### src/rtl/memb_pkg.sv
package memb_pkg;
    localparam int ACC_W = 48;
    typedef logic signed [ACC_W-1:0] acc_t;

    // clamp a wide signed value into the range of a w-bit signed number
    function automatic acc_t clamp(input acc_t x, input int unsigned w);
        acc_t hi;
        acc_t lo;
        hi = (acc_t'(1) <<< (w - 1)) - acc_t'(1);
        lo = -hi - acc_t'(1);
        if (x > hi) return hi;
        if (x < lo) return lo;
        return x;
    endfunction
endpackage

### src/rtl/memb_drive.sv
module memb_drive
    import memb_pkg::*;
#(
    parameter int VW    = 16,
    parameter bit INHIB = 1'b0,
    parameter int EREV  = 0
) (
    input  logic signed [VW-1:0] vm,
    output logic signed [VW-1:0] drv
);
    acc_t diff;
    acc_t sat;
    always_comb begin
        diff = INHIB ? (acc_t'(vm) - acc_t'(EREV)) : (acc_t'(EREV) - acc_t'(vm));
        sat  = clamp(diff, VW);
        drv  = sat[VW-1:0];
    end
endmodule

### src/rtl/memb_integrate.sv
module memb_integrate
    import memb_pkg::*;
#(
    parameter int VW           = 16,
    parameter int GW           = 16,
    parameter int LAMBDA_MUL   = 16,
    parameter int LAMBDA_SHIFT = 8
) (
    input  logic signed [VW-1:0] vm,
    input  logic        [GW-1:0] g_exc,
    input  logic        [GW-1:0] g_inh,
    input  logic signed [VW-1:0] d_exc,
    input  logic signed [VW-1:0] d_inh,
    output logic signed [VW-1:0] v_next
);
    acc_t i_exc, i_inh, net, dv, sum, sat;
    always_comb begin
        i_exc  = (acc_t'({1'b0, g_exc}) * acc_t'(d_exc)) >>> GW;
        i_inh  = (acc_t'({1'b0, g_inh}) * acc_t'(d_inh)) >>> GW;
        net    = i_exc - i_inh;
        dv     = (net * acc_t'(LAMBDA_MUL)) >>> LAMBDA_SHIFT;
        sum    = acc_t'(vm) + dv;
        sat    = clamp(sum, VW);
        v_next = sat[VW-1:0];
    end
endmodule

### src/rtl/memb_fire.sv
module memb_fire
    import memb_pkg::*;
#(
    parameter int VW       = 16,
    parameter int CW       = 4,
    parameter int VRESET   = -15360,
    parameter int VTHRESH  = -12800,
    parameter int TREFRACT = 3
) (
    input  logic signed [VW-1:0] v_next,
    input  logic        [CW-1:0] refr,
    output logic signed [VW-1:0] v_out,
    output logic        [CW-1:0] refr_out,
    output logic                 fire
);
    localparam logic [VW-1:0] VRST_V = VRESET[VW-1:0];
    localparam logic [CW-1:0] TREF_V = TREFRACT[CW-1:0];

    always_comb begin
        fire     = 1'b0;
        v_out    = v_next;
        refr_out = '0;
        if (refr != '0) begin
            v_out    = VRST_V;
            refr_out = refr - CW'(1);
        end else if (acc_t'(v_next) >= acc_t'(VTHRESH)) begin
            fire     = 1'b1;
            v_out    = VRST_V;
            refr_out = TREF_V;
        end
    end
endmodule

### src/rtl/memb_update.sv
module memb_update
    import memb_pkg::*;
#(
    parameter int VW           = 16,
    parameter int GW           = 16,
    parameter int CW           = 4,
    parameter int IDXW         = 7,
    parameter int E_EXC        = 0,
    parameter int E_INH        = -20480,
    parameter int LAMBDA_MUL   = 16,
    parameter int LAMBDA_SHIFT = 8,
    parameter int VRESET       = -15360,
    parameter int VTHRESH      = -12800,
    parameter int TREFRACT     = 3
) (
    input  logic                   clk,
    input  logic                   rst_n,
    input  logic                   in_valid,
    input  logic [IDXW-1:0]        in_idx,
    input  logic signed [VW-1:0]   in_vm,
    input  logic [CW-1:0]          in_refr,
    input  logic [GW-1:0]          in_gexc,
    input  logic [GW-1:0]          in_ginh,
    output logic                   out_valid,
    output logic [IDXW-1:0]        out_idx,
    output logic signed [VW-1:0]   out_vm,
    output logic [CW-1:0]          out_refr,
    output logic                   spike_valid,
    output logic [IDXW-1:0]        spike_idx
);
    localparam int NCH = 2;

    typedef struct packed {
        logic            valid;
        logic [IDXW-1:0] idx;
        logic [VW-1:0]   vm;
        logic [CW-1:0]   refr;
        logic [GW-1:0]   gexc;
        logic [GW-1:0]   ginh;
        logic [VW-1:0]   dexc;
        logic [VW-1:0]   dinh;
    } drive_stage_t;

    typedef struct packed {
        logic            valid;
        logic [IDXW-1:0] idx;
        logic [VW-1:0]   vm;
        logic [CW-1:0]   refr;
        logic            spike;
    } wb_stage_t;

    typedef struct packed {
        drive_stage_t s1;
        wb_stage_t    s2;
    } pipe_t;

    pipe_t pipe_d, pipe_q;

    logic signed [VW-1:0] drv [NCH];
    logic signed [VW-1:0] v_next, v_out;
    logic [CW-1:0]        refr_next;
    logic                 fire;

    // channel 0 excitatory, channel 1 inhibitory
    for (genvar c = 0; c < NCH; c++) begin : g_chan
        memb_drive #(
            .VW   (VW),
            .INHIB(c == 1),
            .EREV ((c == 1) ? E_INH : E_EXC)
        ) u_drive (
            .vm (in_vm),
            .drv(drv[c])
        );
    end

    memb_integrate #(
        .VW          (VW),
        .GW          (GW),
        .LAMBDA_MUL  (LAMBDA_MUL),
        .LAMBDA_SHIFT(LAMBDA_SHIFT)
    ) u_integ (
        .vm    ($signed(pipe_q.s1.vm)),
        .g_exc (pipe_q.s1.gexc),
        .g_inh (pipe_q.s1.ginh),
        .d_exc ($signed(pipe_q.s1.dexc)),
        .d_inh ($signed(pipe_q.s1.dinh)),
        .v_next(v_next)
    );

    memb_fire #(
        .VW      (VW),
        .CW      (CW),
        .VRESET  (VRESET),
        .VTHRESH (VTHRESH),
        .TREFRACT(TREFRACT)
    ) u_fire (
        .v_next  (v_next),
        .refr    (pipe_q.s1.refr),
        .v_out   (v_out),
        .refr_out(refr_next),
        .fire    (fire)
    );

    always_comb begin
        pipe_d          = pipe_q;
        pipe_d.s1.valid = in_valid;
        pipe_d.s1.idx   = in_idx;
        pipe_d.s1.vm    = in_vm;
        pipe_d.s1.refr  = in_refr;
        pipe_d.s1.gexc  = in_gexc;
        pipe_d.s1.ginh  = in_ginh;
        pipe_d.s1.dexc  = drv[0];
        pipe_d.s1.dinh  = drv[1];
        pipe_d.s2.valid = pipe_q.s1.valid;
        pipe_d.s2.idx   = pipe_q.s1.idx;
        pipe_d.s2.vm    = v_out;
        pipe_d.s2.refr  = refr_next;
        pipe_d.s2.spike = pipe_q.s1.valid & fire;
    end

    always_ff @(posedge clk) begin
        if (!rst_n) pipe_q <= '0;
        else        pipe_q <= pipe_d;
    end

    assign out_valid   = pipe_q.s2.valid;
    assign out_idx     = pipe_q.s2.idx;
    assign out_vm      = pipe_q.s2.vm;
    assign out_refr    = pipe_q.s2.refr;
    assign spike_valid = pipe_q.s2.spike;
    assign spike_idx   = pipe_q.s2.idx;
endmodule

### config.mk
export PLATFORM = sky130hd
export DESIGN_NAME = memb_update
export DESIGN_NICKNAME = d
export VERILOG_FILES = /design/src/rtl/memb_pkg.sv /design/src/rtl/memb_drive.sv /design/src/rtl/memb_integrate.sv /design/src/rtl/memb_fire.sv /design/src/rtl/memb_update.sv
export SDC_FILE = /design/constraint.sdc
export NUM_CORES = 1
export LEC_CHECK = 0
export BUFFER_PORTS_ARGS = -buffer_cell sky130_fd_sc_hd__buf_2
export CORE_ASPECT_RATIO = 0.5
export CORE_UTILIZATION = 25
export CTS_BUF_LIST = sky130_fd_sc_hd__clkbuf_2 sky130_fd_sc_hd__clkbuf_4 sky130_fd_sc_hd__clkbuf_8
export CTS_CLUSTER_SIZE = 28
export DETAILED_ROUTE_END_ITERATION = 8
export HOLD_SLACK_MARGIN = 0.03
export PLACE_DENSITY = 0.39
export SLEW_MARGIN = 20
export SYNTH_ARGS = -nofsm -noshare
export SYNTH_HDL_FRONTEND = slang
export SYNTH_SLANG_ARGS = --single-unit
### constraint.sdc
create_clock -name clk -period 23.5 [get_ports clk]
set_input_delay 4.7 -clock clk [delete_from_list [all_inputs] [get_ports clk]]
set_output_delay 4.7 -clock clk [all_outputs]
set_load 0.1 [all_outputs]
== Word-level counts from Yosys, hierarchy flattened ==
Index checks and enable logic that the tools add are counted.

* Add/subtract/negate cells: 5
* Multipliers: 2
* $lt $le $gt $ge: 7
* Mux-type cells: 27
* Bitwise logic cells: 2
* Reduce and logical (&&, ||, !) cells: 2

{| class="wikitable"
|+ Operators by type and width
! cell !! count
|-
| $mux 16 || 14
|-
| $mul 17x16->33 || 2
|-
| $gt 17x16->1 const B || 3
|-
| $lt 17x16->1 const B || 3
|-
| $sub 17x17->18 || 1
|-
| $add 16x14->17 || 1
|-
| $sub 1x16->17 const A || 1
|-
| $sub 16x16->17 const B || 1
|-
| $ge 16x15->1 const B || 1
|-
| $mux 1 || 11
|-
| $mux 4 || 1
|-
| $reduce_bool 4->1 || 1
|-
| $sub 4x1->4 const B || 1
|-
| $reduce_or 3->1 || 1
|-
| $mux 2 || 1
|-
| $and 1x1->1 || 1
|-
| $not 1->1 || 1
|}

* Register bits: 121
* Logic and storage cells: 59

== Longest topological paths before layout ==
* Word-level depth: 12
* Depth in mapped cells: 44
* Gate-level depth less buffers: 42

== Cells and area by module ==
A second synthesis with hierarchy kept.

* Cell total of the unflattened synthesis: 2,497
* Area total of the unflattened synthesis: 22,607.9 µm²

{| class="wikitable"
|+ Modules (own cells, without submodules)
! module !! instances !! cells an instance !! area an instance (µm²) !! sequential area each (µm²)
|-
| memb_integrate || 1 || 2,052 || 17,835.9 || 0.0
|-
| memb_update || 1 || 289 || 3,562.2 || 2,422.3
|-
| memb_drive (g_chan[0].u_drive) || 1 || 71 || 467.9 || 0.0
|-
| memb_drive (g_chan[1].u_drive) || 1 || 48 || 451.7 || 0.0
|-
| memb_fire || 1 || 37 || 290.3 || 0.0
|}

== Worst setup path before layout ==
No wires, ideal clock.

* Path kind: reg-to-reg
* Start: register pipe_q[30] (netlist bit)
* End: register pipe_q, in the netlist out_vm[12]
* Arrival: 9.319 ns
* Data required time: 23.434 ns
* Slack: 14.115 ns
* Cell stages (with the launch flop): 41
* Period minus slack after synthesis: 9.385 ns
* Cells stage by stage: dfxtp_1 > clkbuf_1 > nand2_1 > fa_1 > fa_1 > fa_1 > inv_1 > fa_1 > fa_1 > inv_1 > fa_1 > inv_1 > ha_1 > a21o_1 > a211o_1 > a21oi_1 > o21ai_0 > a21oi_1 > (+5 left out) > a21o_1 > a21oi_1 > nor2b_1 > a311oi_1 > a21boi_1 > or4b_1 > nand3_1 > ha_1 > and3_2 > o21ai_1 > a21oi_2 > nand2b_1 > o2111a_1 > or3_4 > a211oi_2 > o211ai_2 > buf_6 > a21oi_2

* Word-level cells in the longest chain between the ends: 10

{| class="wikitable"
|+ RTL lines
! element !! line !! RTL
|-
| start: declaration || memb_update.sv:57 || <nowiki>pipe_t pipe_d, pipe_q;</nowiki>
|-
| start signal: assignment || memb_update.sv:123 || <nowiki>else pipe_q <= pipe_d;</nowiki>
|-
| $mul 17x16->33 (*) || memb_integrate.sv:19 || <nowiki>i_inh = (acc_t'({1'b0, g_inh}) * acc_t'(d_inh)) >>> GW;</nowiki>
|-
| $sub 17x17->18 (*) || memb_integrate.sv:20 || <nowiki>net = i_exc - i_inh;</nowiki>
|-
| $add 16x14->17 (*) || memb_integrate.sv:22 || <nowiki>sum = acc_t'(vm) + dv;</nowiki>
|-
| $lt 17x16->1 || memb_pkg.sv:12 || <nowiki>if (x < lo) return lo;</nowiki>
|-
| $mux 1 (2 in series) || memb_pkg.sv:12 ||
|-
| $mux 16 || memb_pkg.sv:13 || <nowiki>return x;</nowiki>
|-
| $mux 16 (*) || memb_pkg.sv:12 ||
|-
| $ge 16x15->1 || memb_fire.sv:26 || <nowiki>end else if (acc_t'(v_next) >= acc_t'(VTHRESH)) begin</nowiki>
|-
| $reduce_or 3->1 (no line) || - ||
|}

Mark *: on every way between the ends. The rest lies on a longest branch, timed or not. The select of a mux whose other input is x is not followed.
A chain may end at the register's enable or synchronous reset.

== Worst setup path in the final report ==
* Start: register pipe_q[84] (netlist bit)
* End: register pipe_q, in the netlist out_vm[13]

* Word-level cells in the longest chain between the ends: 10

{| class="wikitable"
|+ RTL lines
! element !! line !! RTL
|-
| $mul 17x16->33 (*) || memb_integrate.sv:18 || <nowiki>i_exc = (acc_t'({1'b0, g_exc}) * acc_t'(d_exc)) >>> GW;</nowiki>
|-
| $sub 17x17->18 (*) || memb_integrate.sv:20 ||
|-
| $add 16x14->17 (*) || memb_integrate.sv:22 ||
|-
| $lt 17x16->1 || memb_pkg.sv:12 ||
|-
| $mux 1 (2 in series) || memb_pkg.sv:12 ||
|-
| $mux 16 || memb_pkg.sv:13 ||
|-
| $mux 16 (*) || memb_pkg.sv:12 ||
|-
| $ge 16x15->1 || memb_fire.sv:26 ||
|-
| $reduce_or 3->1 (no line) || - ||
|}

Marks and branches as above.

==> flow_summary.ini <==
[status]
status = finished, final reports clean

[placed_design]
dpl-instance-area_mm2 = 0.0238
dp_hpwl_mm = 48.4
finalWeightedCongestion = 0.823
portBuffers = 97

[synthesis]
synth_top_family_by_area = adder cells
synth_edf_count = 0
async_reset_ff_share_pct = 0
synth_top_flop_cell = dfxtp_1
synth_cell_type_count = 79
synthSimpleGateAreaFrac_pct = 17.9
synthXorXnorAreaFrac_pct = 2.70
synth-seq-area-share_pct = 10.8
synth_compound_area_share_pct = 7.00
synth_mux_area_share_pct = 0.319
synthCells = 2484
synth_fa_ha_area_share_pct = 50.2
syn-num-nets = 3210
avgSynthCellArea_um2 = 9.00
synth_area_mm2 = 0.0224
ys_ff_latch = 121
yosys_warnings = 0

[layout]
drive_gt1_share_pct = 7.24
syn2layout_area_growth_pct = 8.25
final_area_mm2 = 0.0242
post-route-util_pct = 27.4
multi_input_area_mm2 = 0.0175
layout.nets = 3214
ff_latch_area_mm2 = 0.00242
fillers = 9581
final_common_cell = inv_1
mostFrequentLayoutCells = 500 x inv_1, 387 x fa_1, 305 x nand2_1

[worst_setup_path]
startpoint_type = flip-flop
r2r-start = pipe_q[84]$_SDFF_PN0_
cpMostUsedCell = fa_1
cp.arrival_ps = 11590
slowest_stage = a221oi_1
criticalPathCategory = flip-flop to flip-flop
cp-startpoint = pipe_q[84]$_SDFF_PN0_
cpPeakStageDelay_ps = 900
crit_path_end_kind = flip-flop
critPathRequiredTime_ps = 23890
worstPathMaxFanout = 16

[detailed_routing]
wl_per_cell_um = 16.6
via_per_inst = 4.27
drt_iter0_markers = 669
ant_nets = 0
drcViolationCount = 0
vias = 15730
drt_pass1_iterations = 4
drt_wl_total_mm = 61.1

[power_and_ir_drop]
power_density_mw_per_mm2 = 89.6
p_leak_nw = 12.1
ir_drop_uv = 109
power.total_w = 0.00217

[clock_tree]
postCtsSetupRepairBufs = 0
cts.sinks = 121
cts_buffer_depth = 2
cts_buffers = 17
clockRootBuffer = clkbuf_8
clkLatencyLatePin_ps = 550
cts_tree = built
clkTransAtPathRegs_ps = 110
cts_resized = 0
htree_levels = 4
cts_hold_buf = 0

[floorplan]
core_mm2 = 0.0884
die_x_um = 425
dieHeight_um = 213
dieArea_mm2 = 0.0907
start_util_pct = 25.3
pin_count = 98
num_rows = 77

[timing]
final.setup.tns_ps = 0
max_slew_margin_pct = 29.6
fin_crit_sh_pct = 47.7
worstMarginPinSlew_ps = 1060
max_freq_ghz = 0.0893
slew_violations = 0
setup_viol = 0
fin_worst_skew_ps = 21.2
hold_violations = 0
post-route-min-period_ps = 11200
rsz0062_at_grt = no

[grt]
grt_overflow = 0
grt_pass1_vias = 17071
busiest_layer = met2
grtUsageMet1_pct = 19.1
use_met3_pct = 1.82
grt_pass1_wl_mm = 98.6
grt_max_degree = 72
track_usage_pct = 14.2
use_met2_pct = 23.9
antenna_found_initial = 1

[worst_hold_path]
min_from = pipe_d[27]$_SDFF_PN0_
hp-class = flip-flop to flip-flop

[job]
maxCapViolations = 0
[cells by family after synthesis]
kind of cell / after synthesis
AND/OR/NAND/NOR: 785
AO/OA/AOI/OAI: 217
flip-flops: 121
buffers and inverters: 622
adder cells (fa/ha/maj): 664
multiplexers: 7
XOR/XNOR: 68
[per-layer routing]
| metal | part of all wire (%) | up-vias | wire, um |
|---|---|---|---|
| li1 | - | 7574 | - |
| met1 | 49 | 7949 | 30100 |
| met2 | 47 | 152 | 28700 |
| met3 | 1.9 | 55 | 1130 |
| met4 | 2.0 | 0 | 1250 |
| met5 | 0 | - | 0 |
[flip-flops by register name (all words and copies together) (netlist names)]
register and count:
out_idx 7, out_refr 4, out_valid 1, out_vm 16, pipe_d 8, pipe_q 84, spike_valid 1
[final timing paths]
path | slack [ps] | cells after the start | endpoint
hold reg to reg | 430 | 1 | out_idx[6]$_SDFF_PN0_
setup / recovery | 12300 | 38 | out_vm[13]$_SDFF_PP0_
hold / removal | 430 | 1 | out_idx[6]$_SDFF_PN0_
setup reg to reg | 12300 | 38 | out_vm[13]$_SDFF_PP0_
[report_power, final]
part	internal, W	switching (W)	leakage (nW)
logic	0.000673	0.00102	10.9
clock network	0.0000896	0.000121	0.202
registers	0.000222	0.0000437	1.00
total	0.000985	0.00118	12.1
[synth_stat cells, types with 3 or more instances]
| master | count | area, um^2 |
|---|---|---|
| inv_1 | 500 | 1880 |
| nand2b_1 | 29 | 181 |
| o211ai_2 | 3 | 37.5 |
| nand3b_1 | 4 | 30.0 |
| a21oi_2 | 12 | 105 |
| o31ai_1 | 6 | 45.0 |
| nor2_1 | 74 | 278 |
| nand4_1 | 11 | 68.8 |
| a21o_2 | 3 | 26.3 |
| and2_1 | 286 | 1790 |
| a221oi_1 | 4 | 35.0 |
| nor2b_1 | 11 | 68.8 |
| xnor2_1 | 43 | 377 |
| ha_1 | 277 | 3470 |
| clkbuf_1 | 78 | 293 |
| o31a_1 | 3 | 26.3 |
| and3_1 | 7 | 43.8 |
| buf_4 | 34 | 255 |
| xor2_1 | 24 | 210 |
| dfxtp_1 | 121 | 2420 |
| o21a_1 | 21 | 158 |
| nand2_1 | 305 | 1140 |
| nor3_1 | 16 | 80.1 |
| or3_1 | 6 | 37.5 |
| mux2i_1 | 6 | 60.1 |
| nand3_1 | 12 | 60.1 |
| a211oi_2 | 3 | 37.5 |
| nor4_1 | 4 | 25.0 |
| a21o_1 | 17 | 128 |
| fa_1 | 387 | 7750 |
| a211oi_1 | 6 | 45.0 |
| o211ai_1 | 5 | 37.5 |
| a2111oi_0 | 3 | 26.3 |
| o21bai_1 | 7 | 52.6 |
| buf_2 | 5 | 25.0 |
| a21oi_1 | 47 | 235 |
| a31oi_1 | 8 | 50.1 |
| o21ai_1 | 7 | 35.0 |
| o21ai_0 | 35 | 175 |
[area by class of cell]
type	instances	area share, %
Antenna cell	1	0.0103
Clock buffer	17	0.967
Clock inverter	15	0.713
Inverter	502	7.79
Multi-Input combinational cell	1741	72.1
Sequential cell	121	10.0
Tap cell	1185	6.13
Timing Repair Buffer	105	2.25
[critical path, delay by kind of cell (launching register included)]
| family | cells | cell delay, ps |
|---|---|---|
| AND/OR/NAND/NOR | 8 | 1700 |
| AO/OA/AOI/OAI | 14 | 4000 |
| flip-flops | 1 | 870 |
| adder cells (fa/ha/maj) | 9 | 3860 |
| buffers and inverters | 5 | 250 |
| XOR/XNOR | 1 | 170 |
| multiplexers | 1 | 160 |
[stage by stage]
step,hold slack [ps],setup WS (ps),std cells
final,434,12300,3687
after detailed placement,422,12460,3654
after global routing,457,11690,3686
after floorplan,412,14120,2484
after global placement,415,12480,3654
after CTS,433,12340,3686
No activity file was read; power rests on OpenSTA's default activity.
